File: src/rtl/can_arb_pkg.sv
package can_arb_pkg;
    localparam int ID_W  = 29;
    localparam int KEY_W = 32;
    localparam int POS_W = 6;

    typedef enum logic [1:0] {ST_IDLE, ST_ARB, ST_WON, ST_LISTEN} arb_state_e;

    // Arbitration field, left-justified, recessive padding.
    function automatic logic [KEY_W-1:0] arb_key(input logic [ID_W-1:0] id,
                                                  input logic ext, input logic rtr);
        if (ext)
            return {id[28:18], 1'b1, 1'b1, id[17:0], rtr};
        return {id[10:0], rtr, 20'hFFFFF};
    endfunction

    function automatic logic [POS_W-1:0] arb_last(input logic ext);
        return ext ? POS_W'(31) : POS_W'(11);
    endfunction
endpackage

File: src/rtl/can_arb_keygen.sv
module can_arb_keygen
    import can_arb_pkg::*;
#(
    parameter int N = 4
) (
    input  logic [N*ID_W-1:0]  ids,
    input  logic [N-1:0]       ext,
    input  logic [N-1:0]       rtr,
    output logic [KEY_W-1:0]   keys [N]
);
    for (genvar k = 0; k < N; k++) begin : g_key
        assign keys[k] = arb_key(ids[k*ID_W +: ID_W], ext[k], rtr[k]);
    end
endmodule

File: src/rtl/can_arb_select.sv
module can_arb_select
    import can_arb_pkg::*;
#(
    parameter int N = 4,
    localparam int IDX_W = (N > 1) ? $clog2(N) : 1
) (
    input  logic [N-1:0]      valid,
    input  logic [KEY_W-1:0]  keys [N],
    output logic [IDX_W-1:0]  best_idx,
    output logic [KEY_W-1:0]  best_key,
    output logic              best_ok
);
    always_comb begin
        best_idx = '0;
        best_key = '1;
        best_ok  = 1'b0;
        for (int k = 0; k < N; k++) begin
            if (valid[k] && (!best_ok || keys[k] < best_key)) begin
                best_idx = IDX_W'(k);
                best_key = keys[k];
                best_ok  = 1'b1;
            end
        end
    end
endmodule

File: src/rtl/can_arb_unit.sv
module can_arb_unit
    import can_arb_pkg::*;
#(
    parameter int N = 4,
    localparam int IDX_W = (N > 1) ? $clog2(N) : 1
) (
    input  logic                clk,
    input  logic                rst_n,
    input  logic                bit_tick,
    input  logic                sof,
    input  logic                frame_end,
    input  logic                rx_bit,
    input  logic [N-1:0]        tx_valid,
    input  logic [N*ID_W-1:0]   tx_id,
    input  logic [N-1:0]        tx_ext,
    input  logic [N-1:0]        tx_rtr,
    output logic [IDX_W-1:0]    sel_idx,
    output logic                sel_valid,
    output logic                tx_bit,
    output logic                arb_busy,
    output logic                arb_won,
    output logic                arb_lost,
    output logic                bit_err,
    output logic [POS_W-1:0]    lost_pos,
    output logic [IDX_W-1:0]    won_idx
);
    typedef struct packed {
        arb_state_e        st;
        logic [KEY_W-1:0]  key;
        logic [POS_W-1:0]  idx;
        logic [POS_W-1:0]  last;
        logic              tx;
        logic              won;
        logic              lost;
        logic              berr;
        logic [POS_W-1:0]  lpos;
        logic [IDX_W-1:0]  widx;
    } arb_regs_t;

    arb_regs_t r_d, r_q;

    logic [KEY_W-1:0] keys [N];
    logic [KEY_W-1:0] sel_key;

    can_arb_keygen #(.N(N)) u_keygen (
        .ids (tx_id),
        .ext (tx_ext),
        .rtr (tx_rtr),
        .keys(keys)
    );

    can_arb_select #(.N(N)) u_select (
        .valid   (tx_valid),
        .keys    (keys),
        .best_idx(sel_idx),
        .best_key(sel_key),
        .best_ok (sel_valid)
    );

    always_comb begin
        r_d      = r_q;
        r_d.won  = 1'b0;
        r_d.lost = 1'b0;
        r_d.berr = 1'b0;
        if (frame_end) begin
            r_d.st = ST_IDLE;
            r_d.tx = 1'b1;
        end else begin
            unique case (r_q.st)
                ST_IDLE: begin
                    if (sof) begin
                        if (sel_valid) begin
                            r_d.st   = ST_ARB;
                            r_d.key  = sel_key;
                            r_d.tx   = sel_key[KEY_W-1];
                            r_d.idx  = '0;
                            r_d.last = arb_last(tx_ext[sel_idx]);
                            r_d.widx = sel_idx;
                        end else begin
                            r_d.st = ST_LISTEN;
                        end
                    end
                end
                ST_ARB: begin
                    if (bit_tick) begin
                        if (r_q.key[KEY_W-1] && !rx_bit) begin
                            r_d.st   = ST_LISTEN;
                            r_d.tx   = 1'b1;
                            r_d.lost = 1'b1;
                            r_d.lpos = r_q.idx;
                        end else if (!r_q.key[KEY_W-1] && rx_bit) begin
                            r_d.st   = ST_LISTEN;
                            r_d.tx   = 1'b1;
                            r_d.berr = 1'b1;
                        end else if (r_q.idx == r_q.last) begin
                            r_d.st  = ST_WON;
                            r_d.tx  = 1'b1;
                            r_d.won = 1'b1;
                        end else begin
                            r_d.key = {r_q.key[KEY_W-2:0], 1'b1};
                            r_d.tx  = r_q.key[KEY_W-2];
                            r_d.idx = r_q.idx + 1'b1;
                        end
                    end
                end
                default: begin
                    r_d.tx = 1'b1;
                end
            endcase
        end
    end

    always_ff @(posedge clk) begin
        if (!rst_n) begin
            r_q      <= '0;
            r_q.st   <= ST_IDLE;
            r_q.key  <= '1;
            r_q.tx   <= 1'b1;
        end else begin
            r_q <= r_d;
        end
    end

    assign tx_bit   = r_q.tx;
    assign arb_busy = (r_q.st == ST_ARB);
    assign arb_won  = r_q.won;
    assign arb_lost = r_q.lost;
    assign bit_err  = r_q.berr;
    assign lost_pos = r_q.lpos;
    assign won_idx  = r_q.widx;
endmodule

File: config.mk
export PLATFORM = sky130hd
export DESIGN_NAME = can_arb_unit
export DESIGN_NICKNAME = d
export VERILOG_FILES = /design/src/rtl/can_arb_pkg.sv /design/src/rtl/can_arb_keygen.sv /design/src/rtl/can_arb_select.sv /design/src/rtl/can_arb_unit.sv
export SDC_FILE = /design/constraint.sdc
export NUM_CORES = 1
export LEC_CHECK = 0
export ABC_AREA = 1
export BUFFER_PORTS_ARGS = -buffer_cell sky130_fd_sc_hd__buf_2
export CORE_UTILIZATION = 53
export DETAILED_ROUTE_END_ITERATION = 8
export HOLD_SLACK_MARGIN = 0.15
export PLACE_DENSITY = 0.77
export SLEW_MARGIN = 15
export SYNTH_ARGS = -nofsm -noshare
export SYNTH_HDL_FRONTEND = slang
export SYNTH_HIERARCHICAL = 1
export SYNTH_SLANG_ARGS = --single-unit
export TNS_END_PERCENT = 5
File: constraint.sdc
create_clock -name clk -period 13.2 [get_ports clk]
set_input_delay 1.32 -clock clk [delete_from_list [all_inputs] [get_ports clk]]
set_output_delay 1.32 -clock clk [all_outputs]
set_load 0.02 [all_outputs]
* Word-level counts from Yosys, hierarchy flattened
Index checks and enable logic that the tools add are counted.
** Cells by class
- Magnitude comparators :: 4
- Eq/ne operators :: 9
- Reductions and logical operators :: 24
- Add/sub/neg operators :: 1
- Multiplexer cells :: 49
- Bitwise gates (word level) :: 4
** Operators by type and width (count)
- 2-to-1 mux 32 bit :: 12
- 2-to-1 mux 38 bit :: 3
- < comparator 32 bit :: 3
- one-hot mux 40 bit (2 select lines) :: 1
- 2-to-1 mux 47 bit :: 1
- 2-to-1 mux 45 bit :: 1
- 2-to-1 mux 40 bit :: 1
- 2-to-1 mux 1 bit :: 19
- 2-to-1 mux 2 bit :: 6
- != test 2 bit, second input constant :: 6
- AND reduction 4 bit :: 3
- 2-to-1 mux 10 bit :: 1
- AND reduction 8 bit :: 1
- adder 6 x 1 -> 6 bit, second input constant :: 1
- equality test 6 bit :: 1
- 2-to-1 mux 6 bit :: 1
- OR reduction 6 bit :: 1
- logical AND 1 bit :: 5
- logical NOT 1 bit :: 5
- 2-to-1 mux 5 bit :: 1
- OR reduction 5 bit :: 1
- != test 4 x 1 -> 1 bit, second input constant :: 1
- NOT 1 bit :: 4
- OR reduction 4 bit :: 1
- other kinds (9) :: 11
** Storage, ports and cells
- Flip-flop bits (word level) :: 58
- Input bits :: 134

* Longest topological paths before layout
Gate-level depths: netlist (run 1).
- Depth in word-level cells :: 21
- Depth in mapped cells :: 55
- Mapped depth without buffers :: 52

* Modules after synthesis
The synthesis (run 1) kept the hierarchy.
** Modules (own cells, without submodules)
- can_arb_select :: times used 1, area an instance 3438.3 um^2, seq. area each 0.0 um^2, cells an instance 606
- can_arb_unit :: times used 1, area an instance 3021.6 um^2, seq. area each 1081.0 um^2, cells an instance 421
- can_arb_keygen :: times used 1, area an instance 1219.9 um^2, seq. area each 0.0 um^2, cells an instance 313

* Least setup slack after synthesis (run 1)
No wires, ideal clock.
- Path kind :: input to output
- Start point :: in tx_valid[0]
- End point :: out sel_idx[0]
- Path buffers :: 4
- Arrival time :: 6.556 ns
- Data required time :: 11.880 ns
- Stages :: 43
- Setup slack :: 5.324 ns
- Path through :: inv_1 -> clkbuf_1 -> nor2_1 -> ha_1 -> nand2_1 -> nor2_1 -> nand2_1 -> nor3b_1 -> nand2_1 -> nand2_1 -> nand2_1 -> nand2_4 -> clkbuf_1 -> nand2_1 -> o21ai_0 -> ha_1 -> a21oi_1 -> nor2_1 -> (+7 left out) -> inv_1 -> clkbuf_1 -> nand2_1 -> o21ai_0 -> inv_1 -> ha_1 -> a21oi_1 -> o21ai_0 -> nand3_1 -> nand2_1 -> nand2_1 -> a21oi_1 -> a211oi_1 -> nand2_2 -> nand2_4 -> nand2_4 -> buf_6 -> o21ai_1
** On the way
- Word-level cells in the longest chain between the ends :: 13
- Elaborated cells on any way between the ends :: 21
** Ends and longest elaborated chain
- from (decl) :: line can_arb_unit.sv:13 : input logic [N-1:0] tx_valid,
- 2-to-1 mux 32 bit / 2-to-1 mux 1 bit (equally long branches) :: line can_arb_select.sv:18 : if (valid[k] && (!best_ok || keys[k] < best_key)) begin
- < comparator 32 bit / logical NOT 1 bit (equally long branches) :: line can_arb_select.sv:18
- logical OR 1 bit :: line can_arb_select.sv:18
- logical AND 1 bit :: line can_arb_select.sv:18
- 2-to-1 mux 32 bit / 2-to-1 mux 1 bit (equally long branches) :: line can_arb_select.sv:18
- < comparator 32 bit / logical NOT 1 bit (equally long branches) :: line can_arb_select.sv:18
- logical OR 1 bit :: line can_arb_select.sv:18
- logical AND 1 bit :: line can_arb_select.sv:18
- 2-to-1 mux 32 bit / 2-to-1 mux 1 bit (equally long branches) :: line can_arb_select.sv:18
- < comparator 32 bit / logical NOT 1 bit (equally long branches) :: line can_arb_select.sv:18
- logical OR 1 bit :: line can_arb_select.sv:18
- logical AND 1 bit :: line can_arb_select.sv:18
- 2-to-1 mux 2 bit * :: line can_arb_select.sv:18
- to (decl) :: line can_arb_unit.sv:17 : output logic [IDX_W-1:0] sel_idx,
Every way passes the cells marked *; elsewhere a longest branch is shown, timed or not.

* Worst setup path after layout (run 1)
Same ends and word-level chain as after synthesis.

==> results of run 1 <==
-- layout make-up --
type / count / area [µm²]
multi-input combinational: 1055 / 5590
inverter: 158 / 593
fill: 1513 / 5550
sequential: 54 / 1080
clock buffer: 6 / 139
timing repair buffer: 150 / 753
clock inverter: 2 / 60.1
tap: 180 / 225
-- power by group through the flow --
stage          combinational (mW)  sequential, mW  clock, mW
2_1_floorplan               0.260           0.192          0
3_3_place_gp                0.330           0.195          0
3_5_place_dp                0.335           0.195          0
4_1_cts                     0.337           0.192      0.176
5_1_grt                     0.389           0.194      0.182
6_report                    0.340           0.192      0.174
-- sequential cells by signal (all words and copies together), names as in the netlist --
signal / flops
r_q: 42
lost_pos: 6
won_idx: 2
arb_lost: 1
arb_won: 1
bit_err: 1
tx_bit: 1
-- worst max path at each step --
stage	endpoint	slack [ns]	startpoint
6_report	sel_idx[0]	2.94	tx_valid[0]
5_1_grt	sel_idx[0]	2.11	tx_valid[0]
4_1_cts	sel_idx[0]	3.03	tx_valid[0]
3_5_place_dp	sel_idx[0]	3.05	tx_valid[0]
3_3_place_gp	sel_idx[0]	3.14	tx_valid[0]
2_1_floorplan	sel_idx[0]	5.32	tx_valid[0]
-- routing by layer --
metal  wire length (µm)  vias to the layer above
li1                   -                     4402
met1               9970                     3610
met2               9560                      247
met3               1060                       27
met4                412                        0
met5                  0                        -
-- cells in the final DEF (no fill, tap or decap), types with 3 or more instances in the layout --
master / netlist / layout
nand2_1: 537 / 537
inv_1: 149 / 149
buf_2: 20 / 149
o21ai_0: 115 / 115
ha_1: 95 / 95
nor2_1: 73 / 73
nand3_1: 56 / 56
a21oi_1: 55 / 55
dfxtp_1: 54 / 54
nand2_2: 34 / 34
nand3_2: 31 / 31
nand4_1: 13 / 13
inv_2: 9 / 9
a211oi_1: 7 / 7
nand2_4: 5 / 5
clkbuf_16: 0 / 5
xor2_1: 4 / 4
conb_1: 1 / 4
nor3_1: 3 / 3
o221a_2: 3 / 3
-- tightest hold or removal path: cells and delay by family, from the launching register on --
kind,cells,cell delay [ns]
flip-flops,1,0.34
AND/OR/NAND/NOR,2,0.10
-- cells by family after synthesis --
group           count (synthesis)
other cells                     1
buf+inv                       234
xor+xnor                        4
compound gates                188
simple gates                  764
flops                          54
fa+ha+maj                      95
-- through the flow --
step	hold slack [ns]	cells	area (µm²)
final	0.471	1605	8440
after global routing	0.486	1605	8440
after CTS	0.471	1605	8440
after detailed placement	0.451	1597	8240
after global placement	0.448	1597	8240
after floorplan	0.429	1343	7690
==> results.txt, run 1 <==
Hpwl dp -> 16.8 mm
Post-Route Utilization -> 0.603
Netlist Area Pre-Place -> 7680 µm²
Root buf cell -> clkbuf_16
GRT Overall Usage -> 0.285
Synth Area in Simple Gates -> 0.437
Adder-Cell Fraction of Synth Area -> 0.155
Cell count after synthesis -> 1,340
First-pass GRT wire length -> 34.5 mm
Worst VDD drop -> 0.0662 mV
Critical-path maximum fanout -> 64
Dominant synthesized flop cell -> dfxtp_1
Via count -> 8,286
Most instantiated library cell after synthesis -> nand2_1
Power Density -> 83.7 nW/µm²
Final ANT Viol Nets -> 0
Initial Util -> 0.549
Vias per cell -> 5.16
Setup violators final -> 0
R2R Setup Slk -> 10.53 ns
Hold Path Sink -> r_q[46]$_SDFFE_PN1P_
Num Clock Sinks -> 54
Hold_buf cts -> 0
Die Ht -> 122 µm
Clock group share of total power -> 0.247
Post_cts resized -> 0
Layout cells sized above 1 -> 0.173
Crit Path Class -> primary input to primary output
Setup bufs post-CTS -> 0
Post-synth cell types -> 38
Clock Skews -> 0.00755 ns
CP startpoint kind -> primary input
Port Buffers -> 149
Hold WC Path Type -> flop to flop
GR Util met3 -> 0.0200
Core Rows -> 43
Post-Synth XOR/XNOR Area -> 0.00456
Initial antenna violation count -> 0
Maxcap violations -> 0
Number of synthesized flops with an enable pin -> 0
Relative slew slack -> 0.271
Main combinational cell family by area after synthesis -> simple AND/OR/NAND/NOR gates
Sequential power share -> 0.272
FF-to-FF End -> r_q[53]$_SDFFE_PN1P_
Top post-synthesis cells by count -> nand2_1 (537), inv_1 (149), o21ai_0 (115)
Vias in the first global route -> 7,412
Largest net degree at the start of global routing -> 71
Die footprint -> 15,000 µm²
Number of cells on the worst hold path -> 2
WL/cell -> 13.1 µm
Compound-Gate Fraction of Synth Area -> 0.130
Max Clock Freq -> 0.0975 GHz
Worst Path Required -> 11.88 ns
Die X -> 122 µm
Seq/Total Area, Yosys -> 0.141
Post-synth top area share -> 0.262
Synth area leader -> nand2_1
# DRC -> 0
Int Pwr -> 413 µW
DR pass1 iterations -> 5
Total power draw -> 706 µW
Hold Fails Final Rpt -> 0
Max incr delay on CP -> 0.68 ns
Antenna Cells -> 0
Clk pin slew, worst setup/hold paths -> 0.06 ns
RSZ-0062 raised after global routing -> false
Status -> complete, no violations
Min-delay src -> r_q[46]$_SDFFE_PN1P_
Worst slew pin tran -> 1.09 ns
CORE AREA -> 14,000 µm²
Delay-heaviest family, CP -> compound AO/OA/AOI/OAI gates
Post-place setup slack -> 3.05 ns
Sw Share -> 0.415
Critical Path End Type -> primary output
Mean Syn Cell Area -> 5.73 µm²
DRT Wirelength -> 21.0 mm
TritonCTS clock tree -> yes
Mux cell area share after synthesis -> 0
Crit-path slowest cell -> inv_1
Post-route minimum period -> 10.26 ns
Clk buf depth -> 2
Num CTS Buffers -> 5
Setup TNS -> 0 ns
Worst setup margin -> 2.94 ns
Most frequent cell on the critical path -> nand2_1
Reg2reg start -> r_q[56]$_SDFFE_PP0P_
Pleak -> 4.82 nW
Synth Warn # -> 6
Slew Limit Fails -> 0
Latest clock arrival within the worst-skew pair -> 0.29 ns
Ports -> 150
GR met2 Demand/Resource -> 0.481
Worst Reg-to-Reg Cells -> 11
Synth async-reset ratio -> 0
Worst Path Arrival -> 8.94 ns
Synthesis-to-finish area growth -> 9.87%
Final #Nets -> 1,653
WP buf/inv -> 5
Met1 track demand over resource -> 0.389
Global routing's busiest layer -> met2
Comb pwr share -> 0.482
Crit path depth -> 40
Psw -> 293 µW
Final Cycle Share -> 0.777
Synth area leaders -> nand2_1 (26%), ha_1 (15%), dfxtp_1 (14%), o21ai_0 (7.5%), inv_1 (7.3%)
Placer Congestion -> 0.963
Post-synthesis register bit count -> 54
Grt ovf -> 0
CTS H-tree depth -> 2
Initial DRC count -> 728
Note: power is estimated with default switching activity, not from simulation.
==> inputs of run 2 (changes only) <==
--- a/config.mk
+++ b/config.mk
@@ -7,10 +7,10 @@
 export LEC_CHECK = 0
 export ABC_AREA = 1
 export BUFFER_PORTS_ARGS = -buffer_cell sky130_fd_sc_hd__buf_2
-export CORE_UTILIZATION = 53
+export CORE_UTILIZATION = 52
 export DETAILED_ROUTE_END_ITERATION = 8
 export HOLD_SLACK_MARGIN = 0.15
-export PLACE_DENSITY = 0.77
+export PLACE_DENSITY = 0.79
 export SLEW_MARGIN = 15
 export SYNTH_ARGS = -nofsm -noshare
 export SYNTH_HDL_FRONTEND = slang
==> constraint.sdc (replaced) <==
create_clock -name clk -period 8.6 [get_ports clk]
set_input_delay 0.86 -clock clk [delete_from_list [all_inputs] [get_ports clk]]
set_output_delay 0.86 -clock clk [all_outputs]
set_load 0.02 [all_outputs]
==> run 2 against run 1 <==
Net effect: register-to-register slack got worse by 4.3 ns; sequential power increased by 53%; utilization decreased by 1.7 points; die area increased by 1.9%; combinational power increased by 56%; worst setup slack got worse by 2.3 ns; first-iteration DRC count decreased by 15%; clock skew increased by 0.0020 ns; via count increased by 1.5%; clock power increased by 39%; worst hold slack got worse by 0.0030 ns; final area increased by 0.59%; critical endpoint unchanged.
==> results.txt, run 2 (synthesis gave the netlist of run 1 again) <==
Most flops, register -> r_q
Num CTS Buffers -> 5
Worst Path Required -> 7.74 ns
Clk pin slew, worst setup/hold paths -> 0.08 ns
Port Buffers -> 149
Initial Util -> 0.530
Pleak -> 4.83 nW
CTS H-tree depth -> 2
Root buf cell -> clkbuf_16
Post-route minimum period -> 7.96 ns
Worst slew pin tran -> 0.959 ns
Critical Path End Type -> primary output
Initial DRC count -> 620
Worst hold slack -> 0.468 ns
CP startpoint kind -> primary input
Initial antenna violation count -> 0
DP Area -> 8280 µm²
Worst Reg-to-Reg Cells -> 8
Grt ovf -> 0
Final #Nets -> 1,658
Worst setup margin -> 0.643 ns
Crit-path slowest cell -> nand2_8
Maxcap violations -> 0
Clk buf depth -> 2
Worst setup path start -> tx_ext[0]
Vias per cell -> 5.21
Ports -> 150
Slew Limit Fails -> 0
Hold_buf cts -> 0
Vias in the first global route -> 7,456
Largest net degree at the start of global routing -> 70
FF-to-FF End -> r_q[47]$_SDFFE_PN1P_
Power Density -> 126 nW/µm²
Relative slew slack -> 0.360
Setup violators final -> 0
Post-place setup slack -> 0.205 ns
Antenna Cells -> 0
Reg2reg start -> r_q[56]$_SDFFE_PP0P_
Max incr delay on CP -> 0.30 ns
DR pass1 iterations -> 5
Commonest non-fill, non-tap cells in the layout -> nand2_1 (537), inv_1 (148), buf_2 (148)
R2R Setup Slk -> 6.19 ns
Die Ht -> 124 µm
Post-route cell area -> 8490 µm²
Core Rows -> 44
TritonCTS clock tree -> yes
CORE AREA -> 14,500 µm²
Final Cycle Share -> 0.925
Max Clock Freq -> 0.126 GHz
Critical-path maximum fanout -> 64
Status -> complete, no violations
Worst Path Arrival -> 7.10 ns
WL/cell -> 13.1 µm
CP Capture Point -> sel_idx[0]
Most frequent cell on the critical path -> nand2_1
Final ANT Viol Nets -> 0
Die footprint -> 15,300 µm²
DRT Wirelength -> 21.1 mm
Placer Congestion -> 0.922
# DRC -> 0
Worst VDD drop -> 0.109 mV
Latest clock arrival within the worst-skew pair -> 0.30 ns
Num Clock Sinks -> 54
Synthesis-to-finish area growth -> 10.5%
Largest register FFs -> 42
Layout cells sized above 1 -> 0.177
Die X -> 124 µm
Hpwl dp -> 16.9 mm
Via count -> 8,411
Clock Skews -> 0.00951 ns
Crit Path Class -> primary input to primary output
Hold WC Path Type -> flop to flop
GRT Overall Usage -> 0.280
Hold Fails Final Rpt -> 0
Most common cell after layout, fill and taps aside -> nand2_1
First-pass GRT wire length -> 34.2 mm
Fill cell instance count of the final layout -> 1,509
==> run 2: how the worst min path moves through the flow <==
stage | cells past startpoint | endpoint | from | slack (ns)
6_report | 2 | r_q[53]$_SDFFE_PN1P_ | r_q[53]$_SDFFE_PN1P_ | 0.47
5_1_grt | 2 | r_q[45]$_SDFFE_PN1P_ | r_q[45]$_SDFFE_PN1P_ | 0.49
3_3_place_gp | 2 | r_q[53]$_SDFFE_PN1P_ | r_q[53]$_SDFFE_PN1P_ | 0.44
4_1_cts | 2 | r_q[53]$_SDFFE_PN1P_ | r_q[53]$_SDFFE_PN1P_ | 0.47
3_5_place_dp | 2 | r_q[30]$_SDFFE_PN1P_ | r_q[30]$_SDFFE_PN1P_ | 0.45
2_1_floorplan | 2 | r_q[53]$_SDFFE_PN1P_ | r_q[53]$_SDFFE_PN1P_ | 0.43
==> run 2: layer usage <==
layer  share of wire  routed length, µm  vias to the layer above  track usage
met2            0.45               9480                      302        0.466
li1                -                  -                     4408            -
met1            0.46               9760                     3660        0.378
met4           0.033                686                        0        0.103
met5               0                  0                        -            0
met3           0.055               1150                       41       0.0175
==> run 2: report_power, final <==
part / internal, mW / switching (mW) / total, mW / leakage, nW
Clock: 0.140 / 0.103 / 0.242 / 0.0819
Sequential: 0.275 / 0.0190 / 0.294 / 0.445
Combinational: 0.188 / 0.344 / 0.532 / 4.30
Total: 0.603 / 0.466 / 1.07 / 4.83
==> run 2: cell type report <==
| class | count | area [µm²] | share of cell area |
|---|---|---|---|
| repair buffers | 155 | 793 | 0.0935 |
| well taps | 184 | 230 | 0.0271 |
| inverters | 158 | 597 | 0.0703 |
| multi-input cells | 1055 | 5610 | 0.661 |
| clock buffers | 5 | 125 | 0.0147 |
| flip-flops and latches | 54 | 1080 | 0.127 |
| clock inverters | 3 | 48.8 | 0.00575 |
==> run 2: worst max-delay path, delay by kind of cell <==
family / cells / cell delay, ns
AOI/OAI and AO/OA: 10 / 1.79
adders and majority gates: 3 / 0.84
buffers and inverters: 4 / 0.93
and+or+nand+nor: 24 / 2.61
==> run 2: timing repair <==
action	CTS	global route
buffers inserted	0	0
gates resized for setup	0	9
setup endpoints to repair	0	3
==> run 2: through the flow <==
step / setup TNS [ns] / power (mW) / utilization / cells
floorplan: 0 / 0.694 / - / 1343
global placement: 0 / 0.806 / 0.572 / 1606
detailed placement: 0 / 0.817 / 0.572 / 1606
CTS: 0 / 1.06 / 0.584 / 1614
global route: -0.0122 / 1.15 / 0.586 / 1614
finish: 0 / 1.07 / 0.586 / 1614
